===== src/rtl/irqc_pkg.sv =====
`timescale 1ns/1ps
package irqc_pkg;
    localparam int unsigned N_SRC       = 32;
    localparam int unsigned ADDR_W      = 3;
    localparam int unsigned SYNC_STAGES = 2;

    typedef logic [N_SRC-1:0] word_t;

    typedef enum logic [ADDR_W-1:0] {
        REG_STAT   = 3'd0,
        REG_ENAB   = 3'd2,
        REG_CRIT   = 3'd3,
        REG_POL    = 3'd4,
        REG_TRIG   = 3'd5,
        REG_MASKED = 3'd6
    } reg_addr_e;

    typedef struct packed {
        word_t enable;
        word_t crit;
        word_t polarity;
        word_t edge_mode;
    } irqc_cfg_t;

    // Source n maps to register bit N_SRC-1-n.
    function automatic word_t src_to_word(input word_t v);
        word_t w;
        for (int n = 0; n < int'(N_SRC); n++) begin
            w[N_SRC-1-n] = v[n];
        end
        return w;
    endfunction
endpackage


===== src/rtl/irqc_detect.sv =====
`timescale 1ns/1ps
module irqc_detect #(
    parameter int unsigned N      = irqc_pkg::N_SRC,
    parameter int unsigned STAGES = irqc_pkg::SYNC_STAGES
) (
    input  logic         clk,
    input  logic         rst,
    input  logic [N-1:0] line_i,
    input  logic [N-1:0] polarity_i,
    input  logic [N-1:0] edge_mode_i,
    output logic [N-1:0] event_o
);
    localparam int unsigned CHAIN_W = STAGES + 1;

    for (genvar g = 0; g < int'(N); g++) begin : g_src
        logic [CHAIN_W-1:0] chain;
        logic               act_now;
        logic               act_before;

        // chain[STAGES-1] is the synchronized value, chain[STAGES] its previous value
        always_ff @(posedge clk) begin
            if (rst) begin
                chain <= '0;
            end else begin
                chain <= {chain[CHAIN_W-2:0], line_i[g]};
            end
        end

        always_comb begin
            act_now    = chain[STAGES-1] ~^ polarity_i[g];
            act_before = chain[STAGES]   ~^ polarity_i[g];
            event_o[g] = edge_mode_i[g] ? (act_now & ~act_before) : act_now;
        end
    end
endmodule


===== src/rtl/irqc_status.sv =====
`timescale 1ns/1ps
module irqc_status #(
    parameter int unsigned N = irqc_pkg::N_SRC
) (
    input  logic         clk,
    input  logic         rst,
    input  logic [N-1:0] event_i,
    input  logic [N-1:0] clear_i,
    output logic [N-1:0] pend_o
);
    logic [N-1:0] pend_q;

    always_ff @(posedge clk) begin
        if (rst) begin
            pend_q <= '0;
        end else begin
            pend_q <= (pend_q & ~clear_i) | event_i;
        end
    end

    assign pend_o = pend_q;

    AST_HOLD_WITHOUT_CLEAR: assert property (@(posedge clk) disable iff (rst)
        (clear_i == '0) |=> ((pend_q & $past(pend_q)) == $past(pend_q)));

    AST_EVENT_BEATS_CLEAR: assert property (@(posedge clk) disable iff (rst)
        (event_i != '0) |=> ((pend_q & $past(event_i)) == $past(event_i)));

    AST_CLEAR_EMPTIES: assert property (@(posedge clk) disable iff (rst)
        ((clear_i & ~event_i) != '0) |=> ((pend_q & $past(clear_i & ~event_i)) == '0));
endmodule


===== src/rtl/irqc_regfile.sv =====
`timescale 1ns/1ps
module irqc_regfile
    import irqc_pkg::*;
#(
    parameter int unsigned N  = irqc_pkg::N_SRC,
    parameter int unsigned AW = irqc_pkg::ADDR_W
) (
    input  logic          clk,
    input  logic          rst,
    input  logic          sel_i,
    input  logic          wr_i,
    input  logic [AW-1:0] addr_i,
    input  logic [N-1:0]  wdata_i,
    output logic [N-1:0]  rdata_o,
    output logic          ack_o,
    input  logic [N-1:0]  pend_i,
    output logic [N-1:0]  clear_o,
    output irqc_cfg_t     cfg_o
);
    irqc_cfg_t    cfg_q;
    logic [N-1:0] rd_word;
    logic [N-1:0] rdata_q;
    logic         ack_q;
    logic         wr_en;

    assign wr_en   = sel_i & wr_i;
    assign clear_o = (wr_en && addr_i == REG_STAT) ? wdata_i : '0;

    always_ff @(posedge clk) begin
        if (rst) begin
            cfg_q <= '0;
        end else if (wr_en) begin
            case (addr_i)
                REG_ENAB: cfg_q.enable    <= wdata_i;
                REG_CRIT: cfg_q.crit      <= wdata_i;
                REG_POL:  cfg_q.polarity  <= wdata_i;
                REG_TRIG: cfg_q.edge_mode <= wdata_i;
                default:  ;
            endcase
        end
    end

    always_comb begin
        case (addr_i)
            REG_STAT:   rd_word = pend_i;
            REG_ENAB:   rd_word = cfg_q.enable;
            REG_CRIT:   rd_word = cfg_q.crit;
            REG_POL:    rd_word = cfg_q.polarity;
            REG_TRIG:   rd_word = cfg_q.edge_mode;
            REG_MASKED: rd_word = pend_i & cfg_q.enable;
            default:    rd_word = '0;
        endcase
    end

    always_ff @(posedge clk) begin
        if (rst) begin
            ack_q   <= 1'b0;
            rdata_q <= '0;
        end else begin
            ack_q <= sel_i;
            if (sel_i && !wr_i) begin
                rdata_q <= rd_word;
            end
        end
    end

    assign ack_o   = ack_q;
    assign rdata_o = rdata_q;
    assign cfg_o   = cfg_q;

    AST_ACK_FOLLOWS_REQ: assert property (@(posedge clk) disable iff (rst)
        sel_i |=> ack_o);

    AST_NO_SPURIOUS_ACK: assert property (@(posedge clk) disable iff (rst)
        !sel_i |=> !ack_o);
endmodule


===== src/rtl/irqc_top.sv =====
`timescale 1ns/1ps
module irqc_top
    import irqc_pkg::*;
#(
    parameter int unsigned SYNC_DEPTH = irqc_pkg::SYNC_STAGES
) (
    input  logic              clk,
    input  logic              rst,
    input  logic [N_SRC-1:0]  src_i,
    input  logic              bus_sel_i,
    input  logic              bus_wr_i,
    input  logic [ADDR_W-1:0] bus_addr_i,
    input  logic [N_SRC-1:0]  bus_wdata_i,
    output logic [N_SRC-1:0]  bus_rdata_o,
    output logic              bus_ack_o,
    output logic              irq_norm_o,
    output logic              irq_crit_o
);
    word_t     line_w;
    word_t     event_w;
    word_t     pend_w;
    word_t     clear_w;
    word_t     masked_w;
    irqc_cfg_t cfg;
    logic      norm_q;
    logic      crit_q;

    assign line_w = src_to_word(src_i);

    irqc_detect #(.N(N_SRC), .STAGES(SYNC_DEPTH)) u_detect (
        .clk         (clk),
        .rst         (rst),
        .line_i      (line_w),
        .polarity_i  (cfg.polarity),
        .edge_mode_i (cfg.edge_mode),
        .event_o     (event_w)
    );

    irqc_status #(.N(N_SRC)) u_status (
        .clk     (clk),
        .rst     (rst),
        .event_i (event_w),
        .clear_i (clear_w),
        .pend_o  (pend_w)
    );

    irqc_regfile #(.N(N_SRC), .AW(ADDR_W)) u_regs (
        .clk     (clk),
        .rst     (rst),
        .sel_i   (bus_sel_i),
        .wr_i    (bus_wr_i),
        .addr_i  (bus_addr_i),
        .wdata_i (bus_wdata_i),
        .rdata_o (bus_rdata_o),
        .ack_o   (bus_ack_o),
        .pend_i  (pend_w),
        .clear_o (clear_w),
        .cfg_o   (cfg)
    );

    assign masked_w = pend_w & cfg.enable;

    always_ff @(posedge clk) begin
        if (rst) begin
            norm_q <= 1'b0;
            crit_q <= 1'b0;
        end else begin
            norm_q <= |(masked_w & ~cfg.crit);
            crit_q <= |(masked_w & cfg.crit);
        end
    end

    assign irq_norm_o = norm_q;
    assign irq_crit_o = crit_q;

    AST_DISABLED_IS_QUIET: assert property (@(posedge clk) disable iff (rst)
        (cfg.enable == '0) |=> (!irq_norm_o && !irq_crit_o));

    AST_IDLE_IS_QUIET: assert property (@(posedge clk) disable iff (rst)
        (pend_w == '0) |=> (!irq_norm_o && !irq_crit_o));
endmodule


===== config.mk =====
export PLATFORM = sky130hd
export DESIGN_NAME = irqc_top
export DESIGN_NICKNAME = d
export VERILOG_FILES = /design/src/rtl/irqc_pkg.sv /design/src/rtl/irqc_detect.sv /design/src/rtl/irqc_status.sv /design/src/rtl/irqc_regfile.sv /design/src/rtl/irqc_top.sv
export SDC_FILE = /design/constraint.sdc
export NUM_CORES = 1
export LEC_CHECK = 0
export BUFFER_PORTS_ARGS = -buffer_cell sky130_fd_sc_hd__buf_2
export CAP_MARGIN = 20
export CORE_MARGIN = 2
export CORE_UTILIZATION = 35
export DETAILED_ROUTE_END_ITERATION = 12
export PLACE_DENSITY = 0.65
export SLEW_MARGIN = 0
export SYNTH_ARGS = -nofsm -noshare
export SYNTH_HDL_FRONTEND = slang
export SYNTH_SLANG_ARGS = --single-unit

===== constraint.sdc =====
create_clock -name clk -period 1.31 [get_ports clk]
set_input_delay 0.0655 -clock clk [delete_from_list [all_inputs] [get_ports clk]]
set_output_delay 0.0655 -clock clk [all_outputs]
set_load 0.02 [all_outputs]

==> flow_metrics.tcl <==
set metrics [dict create \
    worstSetupStartpointType "flip-flop" \
    synth.distinct_cells 38 \
    synthCells 1370 \
    synth_flop_cell "dfxtp_1" \
    synth-edff-count 0 \
    intPower_mw 15.1 \
    place_congestion 0.891 \
    clkSinkCount 291 \
    async_reset_ff_share_pct 0 \
    area_delta_synth_final_pct 27.5 \
    worstPathRequired_ns 1.72 \
    pwr-share-comb_pct 7.0 \
    post-route-util_pct 45.4 \
    dr.pass1.iters 5 \
    drt_iter0_drc 923 \
    switching_share_pct 23.2 \
    core_area_mm2 0.0325 \
    antenna_found_initial 1 \
    post_cts_buffers 0 \
    pwr-share-seq_pct 47.5 \
    cts_max_path_buffers 3 \
    cts_buffers 31 \
    ys_warn_count 0 \
    clkPwrFrac_pct 45.5 \
    fp.dieW_um 186 \
    antenna_left 0 \
    use_met3_pct 3.31 \
    timing.fmax_mhz 778 \
    hold_viol 0 \
    status "completed" \
    path_max_fanout 5 \
    crit_arrival_ns 1.70 \
    num_io_pins 106 \
    finalCriticalPeriod_ns 1.29 \
    via_per_inst 5.25 \
    worst_pin_slew_ns 0.447 \
    crit_type "flip-flop to flip-flop" \
    drive_gt1_share_pct 16.6 \
    grt_max_degree 90 \
    cap_violations 0 \
    grtUsageMet2_pct 32.5 \
    fin_area_mm2 0.0148 \
    num_rows 66 \
    grt_busiest_layer "met2" \
    cts_max_level 1 \
    leakage_nw 5.67 \
    insertion_delay_ns 0.56 \
    peakVddDrop_uv 1060 \
    drv_slew 0 \
    cpPeakStageDelay_ns 0.35 \
    die_area_mm2 0.0345 \
    critPathBufInv 0 \
    crit_chain "nand3_1 -> nand4_1 -> nor4_1 -> a21oi_1" \
    dp_hpwl_mm 24.0 \
    p_sw_mw 4.56 \
    start_util_pct 35.6 \
    cts_tree "built" \
    grt_pass1_wl_mm 55.2 \
    syn_nets 1441 \
    overflow 0 \
    total_power_mw 19.6 \
    avgSynthCellArea_um2 8.45 \
    hp-class "input pin to flip-flop" \
    p_per_area_mw_per_mm2 1330 \
    root_buffer "clkbuf_16" \
    fin_skew_ns 0.00890 \
    n_fill_cell 3188 \
    cts.clk_slew.worst_paths_ns 0.06 \
    finalSetupViolations 0 \
    ys_ff_latch 291 \
    drcViolationCount 0 \
    post_drt_wl_per_cell_um 17.6 \
    slew_headroom_pct 70.2 \
    multi_input_area_mm2 0.00520 \
    syn_area_mm2 0.0116 \
    wirelength_mm 35.7 \
    crit_slowest_cell "dfxtp_1" \
    cp-end-kind "flip-flop" \
    numPortBuffers 105 \
    nets 1633 \
    seq_area_frac_synth_pct 50.3 \
    cp_top_family "simple AND/OR/NAND/NOR gates" \
    fin_crit_sh_pct 98.2 \
    grt_pass1_vias 10100 \
    vias 10700 \
    die_h_um 186 \
    grt_use_total_pct 20.4 \
    seqCellArea_mm2 0.00584 \
    dpl_cell_area_mm2 0.0129 \
    grtUsageMet1_pct 27.9 \
]
sequential cells by signal, summed over array words and instances (netlist names):
register and count:
u_regs.cfg_o 128, irq_norm_o 1, u_status.pend_o 32, irq_crit_o 1, u_detect.g_src.chain 96, u_regs.ack_o 1, u_regs.rdata_o 32
placed cells by master, fill, tap and decap left out, types with 35 or more instances in the layout:
cell | synthesis | final
nand2_1 | 319 | 316
dfxtp_1 | 291 | 280
a21oi_1 | 165 | 164
nor2b_1 | 129 | 129
buf_2 | 28 | 104
dlygate4sd3_1 | 0 | 67
nand3_1 | 61 | 61
buf_4 | 10 | 60
a22oi_1 | 52 | 52
inv_1 | 35 | 35
what timing repair did:
| item | 4_1_cts | 5_1_grt |
|---|---|---|
| pin swaps | 0 | 7 |
| gates resized for setup | 1 | 23 |
| gates cloned | 0 | 0 |
| endpoints found under the setup margin | 1 | 3 |
| hold endpoints to repair | 193 | 0 |
| hold buffers | 67 | 0 |
power groups by stage:
stage	Clock, mW	Combinational (mW)	Sequential [mW]
after global routing	9.43	1.49	9.34
after CTS	9.09	1.35	9.30
after global placement	0	1.16	9.49
after detailed placement	0	1.19	9.50
after floorplan	0	0.646	9.45
final	8.94	1.37	9.32
path summary, 6_finish.rpt:
path	slack, ns	cells past startpoint	endpoint	start
setup reg to reg	0.02	4	irq_crit_o$_SDFF_PP0_	u_status.pend_o[4]$_SDFF_PP0_
hold reg to reg	0.43	1	u_detect.g_src[6].chain[1]$_SDFF_PP0_	u_detect.g_src[6].chain[0]$_SDFF_PP0_
hold / removal	0.17	4	u_regs.rdata_o[27]$_SDFFE_PP0P_	bus_addr_i[0]
setup / recovery	0.02	4	irq_crit_o$_SDFF_PP0_	u_status.pend_o[4]$_SDFF_PP0_
Yosys cell counts, types with 10 or more instances:
library cell,instances,area share (%)
a21oi_1,165,7.1
inv_1,35,1.1
o22ai_1,12,0.65
buf_4,10,0.65
dfxtp_1,291,50
buf_2,28,1.2
nand2_1,319,10
a22oi_1,52,3.4
a32oi_1,22,1.7
a22o_1,32,2.4
nor2b_1,129,7.0
nand3_1,61,2.6
a31oi_1,31,1.7
o21ai_1,30,1.3
clkbuf_1,37,1.2
nor3_1,33,1.4
o211ai_1,10,0.65
buf_6,12,1.2
area by class of cell:
class	instances	area share (%)
Multi-Input combinational cell	955	35.3
Sequential cell	291	39.6
Inverter	35	0.890
Clock inverter	11	0.755
Timing Repair Buffer	248	13.4
Antenna cell	1	0.0170
Tap cell	442	3.75
Clock buffer	46	6.38
per-layer routing:
layer  part of all wire (%)  up-vias
li1                       -     5151
met1                     44     5006
met2                     45      415
met3                    8.2       79
met4                    3.0        0
met5                      0        -
per-stage QoR:
stage               worst slack [ns]  hold slack [ns]  TNS (ns)  instances
floorplan                     0.0712            0.194         0       1370
CTS                          0.00331            0.147         0       2028
global route                -0.00522            0.186  -0.00522       2029
detailed placement            -0.113            0.279     -5.59       1904
global placement             -0.0567            0.275    -0.978       1904
finish                        0.0239            0.168         0       2029
logic make-up (layout without fill, tap and decap cells):
group	count (synthesis)	in the layout	synth area share (%)
compound gates	364	364	19.6
xor+xnor	2	2	0.151
other cells	0	1	0
flops	291	291	50.3
buf+inv	124	340	5.43
simple gates	583	583	24.0
mux	6	6	0.519
worst reg2reg max path, cell delays in order, from the launching register on:
cell and delay, ns:
dfxtp_1 0.35, nand3_1 0.16, nand4_1 0.17, nor4_1 0.31, a21oi_1 0.16
(Power assumes the default switching activity.)
